<file path="src/rtl/bsg_pkg.sv">
package bsg_pkg;

    typedef enum logic [2:0] {
        CYC_IDLE   = 3'd0,
        CYC_MEM_RD = 3'd1,
        CYC_MEM_WR = 3'd2,
        CYC_IO_RD  = 3'd3,
        CYC_IO_WR  = 3'd4
    } cyc_e;

    typedef enum logic [2:0] {
        PH_IDLE,
        PH_T1,
        PH_T2,
        PH_T3,
        PH_TW,
        PH_T4
    } phase_e;

    localparam int SPACES = 2;   // index 0 = memory, 1 = I/O

    function automatic logic code_valid(input logic [2:0] c);
        return (c >= 3'd1) && (c <= 3'd4);
    endfunction

    function automatic logic code_is_mem(input logic [2:0] c);
        return (c == 3'd1) || (c == 3'd2);
    endfunction

    function automatic logic code_is_wr(input logic [2:0] c);
        return (c == 3'd2) || (c == 3'd4);
    endfunction

endpackage

</file>
<file path="src/rtl/bsg_wait_ctr.sv">
module bsg_wait_ctr #(
    parameter int WAIT_W = 3
) (
    input  logic              clk,
    input  logic              rst_n,
    input  logic              load,
    input  logic [WAIT_W-1:0] load_val,
    input  logic              dec,
    output logic              zero
);

    logic [WAIT_W-1:0] cnt;

    always_ff @(posedge clk or negedge rst_n) begin
        if (!rst_n) begin
            cnt <= '0;
        end else if (load) begin
            cnt <= load_val;
        end else if (dec) begin
            cnt <= cnt - 1'b1;
        end
    end

    assign zero = (cnt == '0);

    // the count is only stepped down while programmed waits remain
    assert_no_underflow_R6: assert property (@(posedge clk) disable iff (!rst_n)
        dec |-> (cnt != '0));

endmodule

</file>
<file path="src/rtl/bsg_strobe_drv.sv">
module bsg_strobe_drv
    import bsg_pkg::*;
(
    input  logic   clk,
    input  logic   rst_n,
    input  phase_e phase,
    input  logic   sel,
    input  logic   wr,
    output logic   rd_n,
    output logic   wr_n,
    output logic   awr_n
);

    logic early_win;
    logic late_win;

    always_comb begin
        early_win = (phase == PH_T2) || (phase == PH_T3) || (phase == PH_TW);
        late_win  = (phase == PH_T3) || (phase == PH_TW);
        rd_n      = !(sel && !wr && early_win);
        awr_n     = !(sel &&  wr && early_win);
        wr_n      = !(sel &&  wr && late_win);
    end

    // normal write falls only after a clock of advanced write
    assert_adv_leads_R5: assert property (@(posedge clk) disable iff (!rst_n)
        $fell(wr_n) |-> ($past(awr_n) == 1'b0));

    // both write strobes release on the same edge
    assert_same_release_R5: assert property (@(posedge clk) disable iff (!rst_n)
        $rose(awr_n) |-> $rose(wr_n));

    // a read strobe lasts at least two clocks
    assert_read_min_R4: assert property (@(posedge clk) disable iff (!rst_n)
        $fell(rd_n) |=> !rd_n);

endmodule

</file>
<file path="src/rtl/bus_strobe_gen.sv">
module bus_strobe_gen
    import bsg_pkg::*;
#(
    parameter int WAIT_W = 3
) (
    input  logic              clk,
    input  logic              rst_n,
    input  logic [2:0]        cyc_type,
    input  logic [WAIT_W-1:0] mem_wait,
    input  logic [WAIT_W-1:0] io_wait,
    input  logic              ready,
    output logic              ale,
    output logic              mrd_n,
    output logic              mwr_n,
    output logic              amwr_n,
    output logic              iord_n,
    output logic              iowr_n,
    output logic              aiowr_n,
    output logic              data_oe
);

    phase_e phase, phase_nxt;
    logic   cur_mem, cur_wr;
    logic   accept;
    logic   wait_zero;
    logic   wait_dec;
    logic [SPACES-1:0] rd_v, wr_v, awr_v;

    assign accept   = (phase == PH_IDLE) && code_valid(cyc_type);
    assign wait_dec = ((phase == PH_T3) || (phase == PH_TW)) && !wait_zero;

    // state register
    always_ff @(posedge clk or negedge rst_n) begin
        if (!rst_n) begin
            phase   <= PH_IDLE;
            cur_mem <= 1'b0;
            cur_wr  <= 1'b0;
        end else begin
            phase <= phase_nxt;
            if (accept) begin
                cur_mem <= code_is_mem(cyc_type);
                cur_wr  <= code_is_wr(cyc_type);
            end
        end
    end

    // transitions
    always_comb begin
        phase_nxt = phase;
        unique case (phase)
            PH_IDLE: phase_nxt = accept ? PH_T1 : PH_IDLE;
            PH_T1:   phase_nxt = PH_T2;
            PH_T2:   phase_nxt = PH_T3;
            PH_T3,
            PH_TW:   phase_nxt = (wait_zero && ready) ? PH_T4 : PH_TW;
            PH_T4:   phase_nxt = PH_IDLE;
            default: phase_nxt = PH_IDLE;
        endcase
    end

    bsg_wait_ctr #(.WAIT_W(WAIT_W)) u_wait (
        .clk      (clk),
        .rst_n    (rst_n),
        .load     (accept),
        .load_val (code_is_mem(cyc_type) ? mem_wait : io_wait),
        .dec      (wait_dec),
        .zero     (wait_zero)
    );

    for (genvar s = 0; s < SPACES; s++) begin : g_space
        bsg_strobe_drv u_drv (
            .clk   (clk),
            .rst_n (rst_n),
            .phase (phase),
            .sel   ((s == 0) ? cur_mem : !cur_mem),
            .wr    (cur_wr),
            .rd_n  (rd_v[s]),
            .wr_n  (wr_v[s]),
            .awr_n (awr_v[s])
        );
    end

    // outputs
    always_comb begin
        ale     = (phase == PH_T1);
        data_oe = cur_wr && ((phase == PH_T2) || (phase == PH_T3) ||
                             (phase == PH_TW) || (phase == PH_T4));
        mrd_n   = rd_v[0];
        mwr_n   = wr_v[0];
        amwr_n  = awr_v[0];
        iord_n  = rd_v[1];
        iowr_n  = wr_v[1];
        aiowr_n = awr_v[1];
    end

    // address latch enable lasts a single clock
    assert_ale_single_R3: assert property (@(posedge clk) disable iff (!rst_n)
        $rose(ale) |=> !ale);

    // the clock after ale always has a command strobe low
    assert_cmd_follows_R3: assert property (@(posedge clk) disable iff (!rst_n)
        ale |=> (!mrd_n || !amwr_n || !iord_n || !aiowr_n));

    // no bus drive while a read strobe is low
    assert_no_drive_on_read_R8: assert property (@(posedge clk) disable iff (!rst_n)
        data_oe |-> (mrd_n && iord_n));

    // at most one command family active
    assert_one_family_R9: assert property (@(posedge clk) disable iff (!rst_n)
        $countones({~mrd_n, ~amwr_n, ~iord_n, ~aiowr_n}) <= 1);

    // not ready with the count spent keeps the cycle waiting
    assert_ready_holds_R7: assert property (@(posedge clk) disable iff (!rst_n)
        (((phase == PH_T3) || (phase == PH_TW)) && !ready) |=> (phase == PH_TW));

    // a request during a cycle never restarts the address phase
    assert_no_restart_R10: assert property (@(posedge clk) disable iff (!rst_n)
        (phase != PH_IDLE) |=> !ale);

endmodule

</file>
<file path="config.mk">
export PLATFORM = sky130hd
export DESIGN_NAME = bus_strobe_gen
export DESIGN_NICKNAME = d
export VERILOG_FILES = /design/src/rtl/bsg_pkg.sv /design/src/rtl/bsg_wait_ctr.sv /design/src/rtl/bsg_strobe_drv.sv /design/src/rtl/bus_strobe_gen.sv
export SDC_FILE = /design/constraint.sdc
export NUM_CORES = 1
export LEC_CHECK = 0
export ABC_CLOCK_PERIOD_IN_PS = 1600
export BUFFER_PORTS_ARGS = -buffer_cell sky130_fd_sc_hd__buf_4
export CAP_MARGIN = 0
export CORE_MARGIN = 4
export CORE_UTILIZATION = 50
export DETAILED_ROUTE_END_ITERATION = 12
export GPL_ROUTABILITY_DRIVEN = 0
export MAX_ROUTING_LAYER = met4
export PLACE_DENSITY = 0.77
export SETUP_SLACK_MARGIN = 0.5
export SYNTH_ARGS = -nofsm -noshare
export SYNTH_HDL_FRONTEND = slang
export SYNTH_HIERARCHICAL = 1
export SYNTH_SLANG_ARGS = --single-unit
</file>
<file path="constraint.sdc">
create_clock -name clk -period 1.6 [get_ports clk]
set_input_delay 0.08 -clock clk [delete_from_list [all_inputs] [get_ports clk]]
set_output_delay 0.08 -clock clk [all_outputs]
set_load 0.01 [all_outputs]
</file>
======== Word level (Yosys, flattened, before mapping) ========
Index checks and enable logic that the tools add are counted.
operators by class
  $lt $le $gt $ge ......................... 2
  reduce and logical (&&, ||, !) cells .... 34
  multiplexer cells ....................... 6
  equality and inequality tests ........... 8
  add/sub/neg operators ................... 1
operators by type and width
  cell                                                               count
  logical AND 1 bit                                                  15
  one-hot mux 3 bit (4 select lines)                                 1
  equality test 3 x 2 -> 1 bit, second input constant                3
  equality test 3 bit, second input constant                         3
  logical NOT 1 bit                                                  9
  2-to-1 mux 3 bit                                                   3
  equality test 3 x 1 -> 1 bit, second input constant                2
  logical NOT 3 bit                                                  2
  logical OR 1 bit                                                   6
  greater-or-equal comparator 3 x 1 -> 1 bit, second input constant  1
  less-or-equal comparator 3 bit, second input constant              1
  subtractor 3 x 1 -> 3 bit, second input constant                   1
  2-to-1 mux 1 bit                                                   2
  nonzero test 2 bit                                                 1
  OR reduction 2 bit                                                 1
word-level totals
  flip-flop bits (word level) ............. 8
  logic and storage cells ................. 55

======== Depth between registers and ports, before layout ========
  depth after elaboration ................. 5
  mapped depth ............................ 6
  mapped depth without buffers ............ 6

======== Hierarchy ========
The synthesis kept the hierarchy.
by module, submodules not included
  module          area each (µm²)  times used  cells each  seq. area each (µm²)
  bus_strobe_gen  387.9            1           43          125.1
  bsg_wait_ctr    171.4            1           19          75.1
  bsg_strobe_drv  70.1             2           7           0.0

======== Worst setup path before layout ========
Ideal clock, no wire load.
  kind .................................... reg2reg
  start ................................... register phase[0]
  end ..................................... register u_wait.cnt[1]
  period minus slack after synthesis ...... 1.497 ns
  data required time ...................... 1.505 ns
  cell stages (with the launch flop) ...... 5
  arrival time ............................ 1.401 ns
  setup time .............................. 0.095 ns
  path slack .............................. 0.103 ns
  path through ............................ dfrtp_1 > or3_4 > a21oi_2 > nor2_1 > o31ai_1
on the way
  cells in the longest elaborated chain, start to end .. 4
RTL lines
  what                                                                        line                  RTL
  start: declaration                                                          bus_strobe_gen.sv:22  phase_e phase, phase_nxt;
  start signal: assignment                                                    bus_strobe_gen.sv:39  phase <= phase_nxt;
  equality test 3 x 2 -> 1 bit / equality test 3 bit (equally long branches)  bus_strobe_gen.sv:30  assign wait_dec = ((phase == PH_T3) || (phase == PH_TW)) && !wait_zero;
  logical OR 1 bit (*)                                                        bus_strobe_gen.sv:30
  logical AND 1 bit (*)                                                       bus_strobe_gen.sv:30
  named net wait_dec                                                          bus_strobe_gen.sv:26  logic wait_dec;
  nonzero test 2 bit (no source line) (*)                                     n/a
  end signal: assignment                                                      bsg_wait_ctr.sv:18    cnt <= load_val;
  end signal: assignment                                                      bsg_wait_ctr.sv:20    cnt <= cnt - 1'b1;
  end: declaration                                                            bsg_wait_ctr.sv:12    logic [WAIT_W-1:0] cnt;
Mark *: on every way through the listed nets, which the timed path passes. The rest lies on a longest branch.
A chain may end at the register's enable or synchronous reset.

======== Worst setup path in the final report ========
  start ................................... register phase[1]
  end ..................................... output iowr_n
on the way
  cells in the longest elaborated chain, start to end .. 4
RTL lines
  what                                                                        line                  RTL
  equality test 3 x 2 -> 1 bit / equality test 3 bit (equally long branches)  bsg_strobe_drv.sv:19  late_win = (phase == PH_T3) || (phase == PH_TW);
  logical OR 1 bit (*)                                                        bsg_strobe_drv.sv:19
  logical AND 1 bit (*)                                                       bsg_strobe_drv.sv:22  wr_n = !(sel && wr && late_win);
  logical NOT 1 bit (*)                                                       bsg_strobe_drv.sv:22
  end: declaration                                                            bus_strobe_gen.sv:17  output logic iowr_n,
Mark *: on every way between the ends. The rest lies on a longest branch, timed or not.

==> run summary <==
Result of the run -> completed
Count of max-cap constraint violations -> 0
Wire length per cell -> 17.3 um
Cell Area, Synth -> 699 um2
H-tree levels -> 1
Synthesized-area fraction occupied by xor and xnor cells -> 0.0501
Most frequent cells in the layout -> buf_4 (24), nand2_1 (7), dfrtp_1 (5), buf_6 (5)
RSZ-0062 raised after global routing -> true
Number of violations reported at the end of detailed-routing iteration 0 -> 31
Top-area cell type share of the netlist area -> 0.286
Longest Clk Path Bufs -> 2
TritonCTS clock tree -> built
Clock latency of the later-clocked register in the worst-skew pair -> 0.26 ns
Wire length of the first global-routing pass -> 3230 um
Syn Area/Cell -> 9.20 um2
Slew headroom -> 0.740
Total global routing overflow -> 0
Detailed-route wire length -> 2180 um
Core Region -> 1320 um2
Count of antenna-violating nets left after detailed routing -> 0
Data arrival time of the critical path -> 1.44 ns
Via count normalized by instance count -> 5.98
Cts bufs inserted -> 3
DR DRC count -> 0
Post-route worst hold slack -> 0.0153 ns
Synthesis Warnings -> 6
Dominant combinational cell family by area after synthesis -> simple AND/OR/NAND/NOR gates
Max frequency -> 659 MHz
Total number of vias -> 754
Largest area contributor in the synthesized netlist -> dfrtp_1
Area share of fa/ha/maj cells after synthesis -> 0.0537
Buffer cell driving the clock tree root -> clkbuf_4
Area growth from synthesis to layout -> 57.4%
Non-filler cells, final -> 126
Worst hold-check path type -> input port to flop
Power per unit of standard cell area -> 1940 nW/um2
Initial core utilization -> 0.531
Synth cell types -> 31
#FFs+latches synth -> 8
Mapped Cells -> 76
Pin count of the biggest net entering global routing -> 12
Cell count after placement -> 113
Share of final-layout standard cells stronger than drive strength 1 -> 0.550
Static leakage -> 0.490 nW
Worst Clk Skew -> 0.00741 ns
Max-slew violation count -> 0
Share of the yosys chip area belonging to registers -> 0.286
Post-layout net count -> 127
Global-route total usage across every layer -> 0.221
I/O Buffers -> 19
ANT cells -> 0
Worst Setup End Kind -> primary output
Synth Area in Simple Gates -> 0.315
Net Count, Synth -> 91
Number of primary I/O pins -> 20
Total negative slack -> 0 ns
Share of the core filled with cells in the final layout -> 0.836
Actual slew at the worst max-slew pin -> 0.390 ns
Detailed placement HPWL -> 1290 um
VDD IR-drop max -> 1.16 mV
Number of setup violations in the final report -> 0
Critical path data required time -> 1.52 ns
Top post-synthesis cells by area -> dfrtp_1 (29%), o211ai_2 (7.2%), ha_1 (5.4%)
Post-route standard cell area excluding fillers -> 1100 um2
Vertical die dimension -> 45.4 um
Critical setup path kind -> flop to primary output
Sink Count -> 8
Kind of start point of the critical path -> flop
Final cycle utilization of the critical path -> 0.949
Instance area at placement -> 910 um2
Count of cells along the worst register-to-register path -> 4
1st-pass router iterations -> 4
X dimension of the die -> 45.4 um
Area of the die -> 2060 um2
Area fraction in compound gates after synthesis -> 0.200
Number of global-route vias before repair -> 707
Post-CTS clock slew at the launch and capture registers of the worst setup and hold paths -> 0.06 ns
WHS Path Cells -> 2
Proportion of synthesized area in mux cells -> 0.0626
Most common library cell in the layout ignoring fill and taps -> buf_4
Number of antenna violations at the first check in global routing -> 0
Max FO, Critical Path -> 6
Total count of hold-check failures in the final report -> 0
Number of standard-cell rows in the floorplan -> 13
Minimum clock period -> 1.52 ns
## per-stage QoR
stage | worst slack [ns] | total power [mW]
6_report | 0.0818 | 2.13
4_1_cts | 0.118 | 1.86
2_1_floorplan | 0.223 | 1.14
3_5_place_dp | 0.156 | 1.50
5_1_grt | 0.0463 | 2.30
3_3_place_gp | 0.187 | 1.46
## power by group
part           switching (mW)  total (mW)  internal (mW)
clock                  0.0738       0.170         0.0957
combinational           0.747        1.52          0.770
sequential              0.135       0.446          0.311
total                   0.956        2.13           1.18
## sequential cells by signal, indices dropped and copies added, names as in the netlist
name / flops
phase: 3
u_wait/cnt: 3
cur_wr: 1
cur_mem: 1
## worst paths after layout
kind,startpoint,endpoint,slack (ns)
setup / recovery,phase[1],iowr_n,0.08
hold reg to reg,phase[0],phase[2],0.59
setup reg to reg,phase[1],u_wait/cnt[1],0.13
max in group asynchronous,rst_n,phase[0],1.27
min in group asynchronous,rst_n,cur_wr,0.17
hold / removal,cyc_type[0],cur_wr,0.02
## layer usage
metal,part of all wire,GRT usage,wire (um),vias up
met5,0,-,0,-
met4,0.050,0.0643,108,0
met3,0.079,0.0316,173,13
met2,0.47,0.343,1020,44
met1,0.40,0.296,876,351
li1,-,-,-,346
## worst max-delay path, cell delays in order (launching register included)
cell and delay, ns:
dfrtp_2 0.43, buf_8 0.15, nor3b_4 0.30, o211ai_2 0.12, buf_4 0.17
## logic make-up (layout without fill, tap and decap cells)
family | Yosys count | count (layout)
mux | 4 | 4
compound gates | 18 | 18
xor+xnor | 4 | 4
flops | 8 | 8
fa+ha+maj | 3 | 3
simple gates | 33 | 33
buf+inv | 6 | 41
## timing repair
item,4_1_cts,5_1_grt
pin swaps,7,16
buffers inserted,4,4
endpoints found under the setup margin,15,15
hold buffers,1,0
resized for setup,9,13
hold endpoints to repair,8,0
## layout make-up
cell class	instances	area (um2)
Clock buffer	4	26.3
Sequential cell	8	204
Multi-Input combinational cell	62	566
Inverter	6	25.0
Timing Repair Buffer	31	262
Fill cell	74	216
Tap cell	15	18.8
## Yosys cell counts
library cell,number
o211ai_1,1
nor4_2,1
and3_1,1
a21o_1,1
mux2_1,3
and3b_1,2
nor3_1,1
o211ai_2,4
nand3_1,2
nor2b_1,5
o31ai_1,2
or3_1,1
inv_1,5
nor3b_4,2
and2_1,3
ha_1,3
xnor2_1,2
mux2i_1,1
a21oi_1,3
a21oi_2,2
nor2_1,4
or3_4,1
o21bai_1,1
dfrtp_1,8
xor2_1,2
nor2_2,1
nand2_1,7
and4b_1,1
inv_2,1
o21ai_1,4
nand2b_1,1
(Power assumes the default switching activity.)
